===== src/rtl/bfly_pkg.sv =====
package bfly_pkg;

  // Per-stage advance strobes issued by the control to the datapath.
  typedef struct packed {
    logic advMul;    // product stage
    logic advCross;  // cross-term stage
    logic advSum;    // final add/subtract stage
    logic advDly;    // tail delay registers
  } bfly_strobe_t;

  function automatic int fullWidth(input int inW);
    return 2 * inW + 2;
  endfunction

endpackage


===== src/rtl/bfly_ctrl.sv =====
module bfly_ctrl
  import bfly_pkg::*;
(
  input  logic         ceIn,
  output bfly_strobe_t strobe
);

  // All stages move in lockstep: one enable freezes or advances the whole pipe.
  always_comb begin
    strobe.advMul   = ceIn;
    strobe.advCross = ceIn;
    strobe.advSum   = ceIn;
    strobe.advDly   = ceIn;
  end

endmodule


===== src/rtl/bfly_datapath.sv =====
module bfly_datapath
  import bfly_pkg::*;
#(
  parameter int IN_W     = 16,
  parameter bit CONST_TW = 1'b0,
  parameter int TW_RE    = 1,
  parameter int TW_IM    = 0
) (
  input  logic                       clk,
  input  logic                       clrAsync,
  input  bfly_strobe_t               strobe,
  input  logic signed [IN_W-1:0]     aRe,
  input  logic signed [IN_W-1:0]     aIm,
  input  logic signed [IN_W-1:0]     bRe,
  input  logic signed [IN_W-1:0]     bIm,
  input  logic signed [IN_W-1:0]     twRe,
  input  logic signed [IN_W-1:0]     twIm,
  output logic signed [2*IN_W+1:0]   sumARe,
  output logic signed [2*IN_W+1:0]   sumAIm,
  output logic signed [2*IN_W+1:0]   sumBRe,
  output logic signed [2*IN_W+1:0]   sumBIm
);

  localparam int W2 = 2 * IN_W;        // product width
  localparam int W3 = 2 * IN_W + 1;    // cross-term width
  localparam int FW = fullWidth(IN_W); // final width
  localparam logic signed [IN_W-1:0] CONST_RE = IN_W'(TW_RE);
  localparam logic signed [IN_W-1:0] CONST_IM = IN_W'(TW_IM);
  localparam logic signed [W2-1:0] MAX_P = W2'(longint'(1) <<< (W2 - 2));
  localparam logic signed [W2-1:0] MIN_P =
    W2'(-((longint'(1) <<< (W2 - 2)) - (longint'(1) <<< (IN_W - 1))));

  // Twiddle source: fixed parameter value or live ports.
  logic signed [IN_W-1:0] wRe, wIm;
  assign wRe = CONST_TW ? CONST_RE : twRe;
  assign wIm = CONST_TW ? CONST_IM : twIm;

  // Stage 1: four partial products, operand a carried alongside.
  logic signed [W2-1:0]   pRr, pIi, pIr, pRi;
  logic signed [IN_W-1:0] aReS1, aImS1;

  always_ff @(posedge clk or posedge clrAsync) begin
    if (clrAsync) begin
      pRr   <= '0;
      pIi   <= '0;
      pIr   <= '0;
      pRi   <= '0;
      aReS1 <= '0;
      aImS1 <= '0;
    end else if (strobe.advMul) begin
      pRr   <= W2'(bRe) * W2'(wRe);
      pIi   <= W2'(bIm) * W2'(wIm);
      pIr   <= W2'(bIm) * W2'(wRe);
      pRi   <= W2'(bRe) * W2'(wIm);
      aReS1 <= aRe;
      aImS1 <= aIm;
    end
  end

  // Stage 2: complex product b*W as two cross terms.
  logic signed [W3-1:0]   crossRe, crossIm;
  logic signed [IN_W-1:0] aReS2, aImS2;

  always_ff @(posedge clk or posedge clrAsync) begin
    if (clrAsync) begin
      crossRe <= '0;
      crossIm <= '0;
      aReS2   <= '0;
      aImS2   <= '0;
    end else if (strobe.advCross) begin
      crossRe <= W3'(pRr) - W3'(pIi);
      crossIm <= W3'(pIr) + W3'(pRi);
      aReS2   <= aReS1;
      aImS2   <= aImS1;
    end
  end

  // Stage 3: butterfly add and subtract at full width.
  always_ff @(posedge clk or posedge clrAsync) begin
    if (clrAsync) begin
      sumARe <= '0;
      sumAIm <= '0;
      sumBRe <= '0;
      sumBIm <= '0;
    end else if (strobe.advSum) begin
      sumARe <= FW'(aReS2) + FW'(crossRe);
      sumAIm <= FW'(aImS2) + FW'(crossIm);
      sumBRe <= FW'(aReS2) - FW'(crossRe);
      sumBIm <= FW'(aImS2) - FW'(crossIm);
    end
  end

  // Checker views: A+B must be twice a, A-B twice the cross term.
  logic signed [FW:0] chkSumRe, chkSumIm, chkDiffRe, chkDiffIm;
  logic signed [FW:0] twoARe, twoAIm, twoCrossRe, twoCrossIm;
  assign chkSumRe   = (FW+1)'(sumARe) + (FW+1)'(sumBRe);
  assign chkSumIm   = (FW+1)'(sumAIm) + (FW+1)'(sumBIm);
  assign chkDiffRe  = (FW+1)'(sumARe) - (FW+1)'(sumBRe);
  assign chkDiffIm  = (FW+1)'(sumAIm) - (FW+1)'(sumBIm);
  assign twoARe     = (FW+1)'(aReS2) <<< 1;
  assign twoAIm     = (FW+1)'(aImS2) <<< 1;
  assign twoCrossRe = (FW+1)'(crossRe) <<< 1;
  assign twoCrossIm = (FW+1)'(crossIm) <<< 1;

  AST_PROD_RANGE: assert property (@(posedge clk) disable iff (clrAsync)
    (pRr >= MIN_P) && (pRr <= MAX_P) && (pIi >= MIN_P) && (pIi <= MAX_P) &&
    (pIr >= MIN_P) && (pIr <= MAX_P) && (pRi >= MIN_P) && (pRi <= MAX_P));

  AST_A_PLUS_B: assert property (@(posedge clk) disable iff (clrAsync)
    strobe.advSum |=> (chkSumRe == $past(twoARe)) && (chkSumIm == $past(twoAIm)));

  AST_A_MINUS_B: assert property (@(posedge clk) disable iff (clrAsync)
    strobe.advSum |=> (chkDiffRe == $past(twoCrossRe)) && (chkDiffIm == $past(twoCrossIm)));

  AST_SUM_HOLD: assert property (@(posedge clk) disable iff (clrAsync)
    !strobe.advSum |=> $stable(sumARe) && $stable(sumAIm) &&
                       $stable(sumBRe) && $stable(sumBIm));

  always @(posedge clk) begin
    if (clrAsync) begin
      AST_SUM_CLEAR: assert ((sumARe == '0) && (sumAIm == '0) &&
                             (sumBRe == '0) && (sumBIm == '0))
        else $error("stage-3 registers not cleared");
    end
  end

endmodule


===== src/rtl/bfly_delay.sv =====
module bfly_delay #(
  parameter int WIDTH = 8,
  parameter int DEPTH = 1
) (
  input  logic             clk,
  input  logic             clrAsync,
  input  logic             adv,
  input  logic [WIDTH-1:0] dIn,
  output logic [WIDTH-1:0] dOut
);

  generate
    if (DEPTH == 0) begin : g_pass
      assign dOut = dIn;
    end else begin : g_regs
      logic [WIDTH-1:0] tap [DEPTH+1];
      assign tap[0] = dIn;
      for (genvar i = 0; i < DEPTH; i++) begin : g_stage
        always_ff @(posedge clk or posedge clrAsync) begin
          if (clrAsync) begin
            tap[i+1] <= '0;
          end else if (adv) begin
            tap[i+1] <= tap[i];
          end
        end
      end
      assign dOut = tap[DEPTH];

      AST_DLY_HOLD: assert property (@(posedge clk) disable iff (clrAsync)
        !adv |=> $stable(dOut));

      always @(posedge clk) begin
        if (clrAsync) begin
          AST_DLY_CLEAR: assert (dOut == '0)
            else $error("delay tail not cleared");
        end
      end
    end
  endgenerate

endmodule


===== src/rtl/cplx_butterfly.sv =====
module cplx_butterfly
  import bfly_pkg::*;
#(
  parameter int IN_W       = 16,
  parameter int PIPE_DEPTH = 4,
  parameter bit FULL_RES   = 1'b1,
  parameter int OUT_W      = 16,
  parameter int OUT_LSB    = 4,
  parameter bit CONST_TW   = 1'b0,
  parameter int TW_RE      = 1,
  parameter int TW_IM      = 0
) (
  input  logic                                            clk,
  input  logic                                            clrAsync,
  input  logic                                            ceIn,
  input  logic signed [IN_W-1:0]                          aRe,
  input  logic signed [IN_W-1:0]                          aIm,
  input  logic signed [IN_W-1:0]                          bRe,
  input  logic signed [IN_W-1:0]                          bIm,
  input  logic signed [IN_W-1:0]                          twRe,
  input  logic signed [IN_W-1:0]                          twIm,
  output logic signed [(FULL_RES ? 2*IN_W+2 : OUT_W)-1:0] outARe,
  output logic signed [(FULL_RES ? 2*IN_W+2 : OUT_W)-1:0] outAIm,
  output logic signed [(FULL_RES ? 2*IN_W+2 : OUT_W)-1:0] outBRe,
  output logic signed [(FULL_RES ? 2*IN_W+2 : OUT_W)-1:0] outBIm
);

  localparam int FW        = fullWidth(IN_W);
  localparam int RES_W     = FULL_RES ? FW : OUT_W;
  localparam int LSB_EFF   = FULL_RES ? 0 : OUT_LSB;
  localparam int COMPUTE_N = 3;
  localparam int TAIL_N    = PIPE_DEPTH - COMPUTE_N;

  bfly_strobe_t strobe;

  bfly_ctrl u_ctrl (
    .ceIn   (ceIn),
    .strobe (strobe)
  );

  logic signed [FW-1:0] sARe, sAIm, sBRe, sBIm;

  bfly_datapath #(
    .IN_W     (IN_W),
    .CONST_TW (CONST_TW),
    .TW_RE    (TW_RE),
    .TW_IM    (TW_IM)
  ) u_dp (
    .clk      (clk),
    .clrAsync (clrAsync),
    .strobe   (strobe),
    .aRe      (aRe),
    .aIm      (aIm),
    .bRe      (bRe),
    .bIm      (bIm),
    .twRe     (twRe),
    .twIm     (twIm),
    .sumARe   (sARe),
    .sumAIm   (sAIm),
    .sumBRe   (sBRe),
    .sumBIm   (sBIm)
  );

  logic [4*FW-1:0] tailIn, tailOut;
  assign tailIn = {sARe, sAIm, sBRe, sBIm};

  bfly_delay #(
    .WIDTH (4 * FW),
    .DEPTH (TAIL_N)
  ) u_tail (
    .clk      (clk),
    .clrAsync (clrAsync),
    .adv      (strobe.advDly),
    .dIn      (tailIn),
    .dOut     (tailOut)
  );

  logic signed [FW-1:0] fARe, fAIm, fBRe, fBIm;
  assign {fARe, fAIm, fBRe, fBIm} = tailOut;

  // Output window: shift the slice down, then keep the low RES_W bits (wraps).
  assign outARe = RES_W'(fARe >>> LSB_EFF);
  assign outAIm = RES_W'(fAIm >>> LSB_EFF);
  assign outBRe = RES_W'(fBRe >>> LSB_EFF);
  assign outBIm = RES_W'(fBIm >>> LSB_EFF);

  initial begin
    AST_DEPTH_MIN: assert (PIPE_DEPTH >= COMPUTE_N && IN_W >= 1)
      else $error("pipeline depth must be at least 3");
    AST_SLICE_FIT: assert (FULL_RES || (OUT_W >= 1 && OUT_LSB >= 0 && OUT_LSB + OUT_W <= FW))
      else $error("output slice outside internal width");
  end

  AST_OUT_HOLD: assert property (@(posedge clk) disable iff (clrAsync)
    !ceIn |=> $stable(outARe) && $stable(outAIm) &&
              $stable(outBRe) && $stable(outBIm));

  always @(posedge clk) begin
    if (clrAsync) begin
      AST_OUT_CLEAR: assert ((outARe == '0) && (outAIm == '0) &&
                             (outBRe == '0) && (outBIm == '0))
        else $error("outputs not cleared");
    end
  end

endmodule


===== config.mk =====
export PLATFORM = sky130hd
export DESIGN_NAME = cplx_butterfly
export DESIGN_NICKNAME = d
export VERILOG_FILES = /design/src/rtl/bfly_pkg.sv /design/src/rtl/bfly_ctrl.sv /design/src/rtl/bfly_datapath.sv /design/src/rtl/bfly_delay.sv /design/src/rtl/cplx_butterfly.sv
export SDC_FILE = /design/constraint.sdc
export NUM_CORES = 2
export LEC_CHECK = 0
export BUFFER_PORTS_ARGS = -buffer_cell sky130_fd_sc_hd__buf_2
export CORE_ASPECT_RATIO = 1.2
export CORE_MARGIN = 3
export CORE_UTILIZATION = 35
export DETAILED_ROUTE_END_ITERATION = 10
export HOLD_SLACK_MARGIN = 0.05
export REMOVE_ABC_BUFFERS = 1
export SYNTH_ARGS = -nofsm -noshare
export SYNTH_HDL_FRONTEND = slang
export SYNTH_HIERARCHICAL = 1
export SYNTH_SLANG_ARGS = --single-unit

===== constraint.sdc =====
create_clock -name clk -period 11.7 [get_ports clk]
set_input_delay 0.585 -clock clk [delete_from_list [all_inputs] [get_ports clk]]
set_output_delay 0.585 -clock clk [all_outputs]
set_load 0.01 [all_outputs]

Yosys cells after proc, flatten, opt, wreduce, memory -nomap -nowiden

Index checks and enable logic that the tools add are counted.

Flip-flop bits (word level): 530
Bits of input ports: 99
Output and inout bits: 136
Word-level logic and storage cells: 25

Add/sub/neg operators: 6
$mul: 4

Operators with widths:

| operator         | number |
|---|---|
| $mul A16 B16 Y32 | 4 |
| $add A16 B33 Y34 | 2 |
| $sub A16 B33 Y34 | 2 |
| $add A32 B32 Y33 | 1 |
| $sub A32 B32 Y33 | 1 |

Depth between registers and ports, before layout

Word-level depth: 1
Mapped depth: 26
Gate-level depth less buffers: 24

By module

The synthesis kept the hierarchy.

By module, submodules not included:

| module        | instances | cells each | area each (um2) | seq. area each (um2) |
|---|---|---|---|---|
| bfly_datapath | 1         | 6,755      | 62,610.0        | 9,809.4 |
| bfly_delay    | 1         | 288        | 5,201.2         | 3,403.3 |
| bfly_ctrl     | 1         | 4          | 30.0            | 0.0 |

Worst setup path after synthesis

OpenSTA, ideal clock, no wires.

Path kind: input to register
Start point: input port twIm[1]
End point: register u_dp.pRi[29]
Library setup time: 0.125 ns
Arrival: 6.399 ns
Data required time: 11.575 ns
Slack: 5.176 ns
Stages on the path: 22
Buffers on the path: 2
Cell sequence: clkbuf_1 > nand2_1 > fa_1 > fa_1 > fa_1 > inv_1 > fa_1 > fa_1 > inv_1 > fa_1 > inv_1 > ha_1 > clkbuf_1 > nand4_1 > o31ai_1 > a31oi_1 > o311a_1 > nor3b_1 > o21a_1 > nor2_1 > xnor2_1 > mux2_2

Cells in the longest elaborated chain, start to end: 1

Ends and longest elaborated chain:

| element              | RTL line             | text |
|---|---|---|
| from (decl)          | cplx_butterfly.sv:21 | `input logic signed [IN_W-1:0] twIm,` |
| $mul A16 B16 Y32     | bfly_datapath.sv:54  | `pRi <= W2'(bRe) * W2'(wIm);` |
| to (signal assigned) | bfly_datapath.sv:54  |  |
| to (decl)            | bfly_datapath.sv:39  | `logic signed [W2-1:0] pRr, pIi, pIr, pRi;` |

Every way passes these cells.
A chain may end at the register's enable or synchronous reset.

Worst setup path after layout

Start point: input port twRe[15]
End point: register u_dp.pRr[31]

Cells in the longest elaborated chain, start to end: 1

Ends and longest elaborated chain:

| element              | RTL line             | text |
|---|---|---|
| from (decl)          | cplx_butterfly.sv:20 | `input logic signed [IN_W-1:0] twRe,` |
| $mul A16 B16 Y32     | bfly_datapath.sv:51  | `pRr <= W2'(bRe) * W2'(wRe);` |
| to (signal assigned) | bfly_datapath.sv:51  |  |
| to (decl)            | bfly_datapath.sv:39  |  |

Every way passes these cells.

==> metrics.txt <==
outcome=finished, final reports clean; largest cells by area after synthesis=fa_1 (31%), dfrtp_1 (19%), ha_1 (9.7%), inv_1 (7.4%), and2_1 (4.6%); fmax=144 MHz; r2r worst-path depth=13; worst r2r src=u_dp/crossIm[0]; CP endpoint kind=register; Final ANT Viol Nets=0; initial antenna violation count=24; GPL Wtd Cong=0.864; CTS Sinks=around 530; period utilisation layout=0.594; max_slew headroom=0.286; R2R Setup Slk=7.31 ns; crit path launch=twRe[15]; Syn-to-layout area delta=8.15%; vias per cell=4.90; minimum clock period=6.95 ns; vias in the first global route=between 50,000 and 60,000; Mapped Avg Cell Area=between 9 and 10 um2; DRC Markers=0; ys async rst share=1.00; Fin. Hold Viols=0; CTS Buffer Depth=3; setup tns final=0 ns; Post-synth EDFFs=0; worst slew pin tran=roughly 1.1 ns; Startpoint Class=input port; min-delay worst type=in2reg; postcts setup bufs=0; clock skew=0.0285 ns; CP Class=in2reg; Die X=408 um; CP endpoint=u_dp/pRr[31]; TritonCTS clock tree=yes; # setup viols final=0; fin util=0.382; nets@finish=between 8,000 and 9,000; Slew Limit Fails=0; Worst-Skew Late Latency=0.67 ns; RSZ-0062 raised after global routing=false; Required @ worst endpoint=about 12 ns; total CTS buffers=58; H-tree Lvls=2; DRT Pass-1 Iters=5; Total GRT Usage=0.177; Worst Path Arrival=7.49 ns; Yosys top cell area share=0.311; Remaining Overflow, GRT=0; Yosys warning count=6; Final HPWL DP=around 130,000 um; max_cap viols=0; global-route wire length before repair=283,000 um; die area=199,000 um2; Clock transition at path regs=0.08 ns; synthesized cell area=~68,000 um2; Total Wirelength=around 170,000 um; Root Buffer=clkbuf_16; 1st-iter DRT viols=2,574; Top Ports=235; Via Count=47,500; layout cells sized above 1=0.103; Max FO, Critical Path=27; Die Y=488 um; Cells after Synth=a little over 7,000; core area=slightly below 200,000 um2; routed len/inst=17.8 um; post-synth cell types=about 80; Synth Flop Type=dfrtp_1; cell taking the most area after synthesis=fa_1; pin count of the biggest net entering global routing=175; sequential area share after synthesis=0.195; port bufs=234; RR Endpoint=u_dp/sumBIm[32]; #FFs+latches synth=roughly 530; FP Rows=176; Starting Density=0.353
sequential cells by signal, indices dropped and copies added (netlist names), 33 cells and up:
register / cells
u_dp/crossRe: 33
u_tail/dOut: 136
u_dp/sumARe: 34
u_dp/sumBRe: 33
u_dp/sumBIm: 33
u_dp/sumAIm: 34
u_dp/crossIm: 33
cell usage in the layout, fill, tap and decap left out, drive strengths merged, types with 17 or more instances in the layout:
master	synthesis	layout
xnor2	247	247
o31ai	28	28
o21bai	52	52
a21o	108	108
nand2	640	640
and2	500	500
or3	17	17
mux2	316	316
clkinv	2	22
o21a	22	22
xor2	46	46
clkbuf	290	74
a211oi	25	25
o21ai	191	191
ha	524	524
nand2b	51	51
nor3	46	46
fa	1054	1054
nor2	307	307
nand3	63	63
a31oi	24	24
a21oi	337	337
buf	38	277
nor2b	28	28
and3	20	20
dfrtp	528	528
inv	1329	1337
mux2i	23	23
layout make-up:
class | instances | area [um2]
Timing Repair Buffer | 278 | 1540
Multi-Input combinational cell | 4860 | 48300
Clock inverter | 36 | 447
Sequential cell | 528 | 13200
Antenna cell | 13 | 32.5
Inverter | 1331 | 5010
Fill cell | 19200 | 119000
Tap cell | 2581 | 3230
Clock buffer | 74 | 1590
worst min path at each step:
stage,startpoint,endpoint,slack (ns),cells after the start
4_1_cts,aIm[0],u_dp/aImS1[0],0.07,2
3_5_place_dp,u_dp/sumBIm[8],u_dp/sumBIm[8],0.47,2
5_1_grt,aIm[0],u_dp/aImS1[0],0.1,2
3_3_place_gp,u_dp/sumBIm[8],u_dp/sumBIm[8],0.46,2
6_report,aIm[0],u_dp/aImS1[0],0.13,2
2_1_floorplan,u_dp/sumBIm[29],u_dp/sumBIm[29],0.44,2
what timing repair did:
action,in CTS,in global routing
resized for setup,0,0
hold buffers,1,0
hold endpoints to repair,26,0
per-layer routing:
layer | vias to the layer above | share of wire | GRT usage
li1 | 22000 | - | -
met1 | 24300 | 0.41 | 0.218
met2 | 984 | 0.50 | 0.315
met3 | 278 | 0.040 | 0.0190
met4 | 14 | 0.045 | 0.0751
met5 | - | 0.00052 | 0
metrics by stage:
step	instance area, um2	hold WS (ns)	worst slack [ns]	instances
floorplan	66500	0.441	0.217	6719
global placement	71300	0.458	4.26	9577
detailed placement	71300	0.468	4.13	9577
CTS	73300	0.0665	4.83	9688
global route	73400	0.0991	4.36	9696
finish	73400	0.129	4.75	9701
critical path, cell delays in order:
cell	delay, ns
buf_2	0.18
clkinv_1	0.86
nor2_1	0.38
fa_1	0.48
fa_1	0.47
fa_1	0.53
fa_1	0.44
fa_1	0.49
inv_1	0.05
fa_1	0.48
inv_1	0.04
ha_1	0.34
and3_1	0.21
and3_1	0.19
a32oi_1	0.14
nand3_1	0.23
o31ai_1	0.43
nand3_1	0.12
o311ai_0	0.18
o21ai_0	0.20
xnor2_1	0.16
mux2_2	0.26
synthesized netlist by cell type, drive strengths merged, types with 52 or more instances:
cell       n
ha       524
nand2    640
o21ai    191
o21bai    52
and2     500
clkbuf   290
dfrtp    528
a21oi    337
fa      1054
inv     1329
nor2     307
nand3     63
a21o     108
mux2     316
xnor2    247
cell families after synthesis:
group                      synth area share
xor gates and xnor gates             0.0378
muxes                                0.0581
buffers and inverters                0.0932
and+or+nand+nor                       0.125
AOI/OAI and AO/OA                    0.0838
adders and majority gates             0.408
DFF                                   0.195
Power is not shown: default switching activity piles up to over one toggle a cycle in this logic, so the estimate is an artifact.
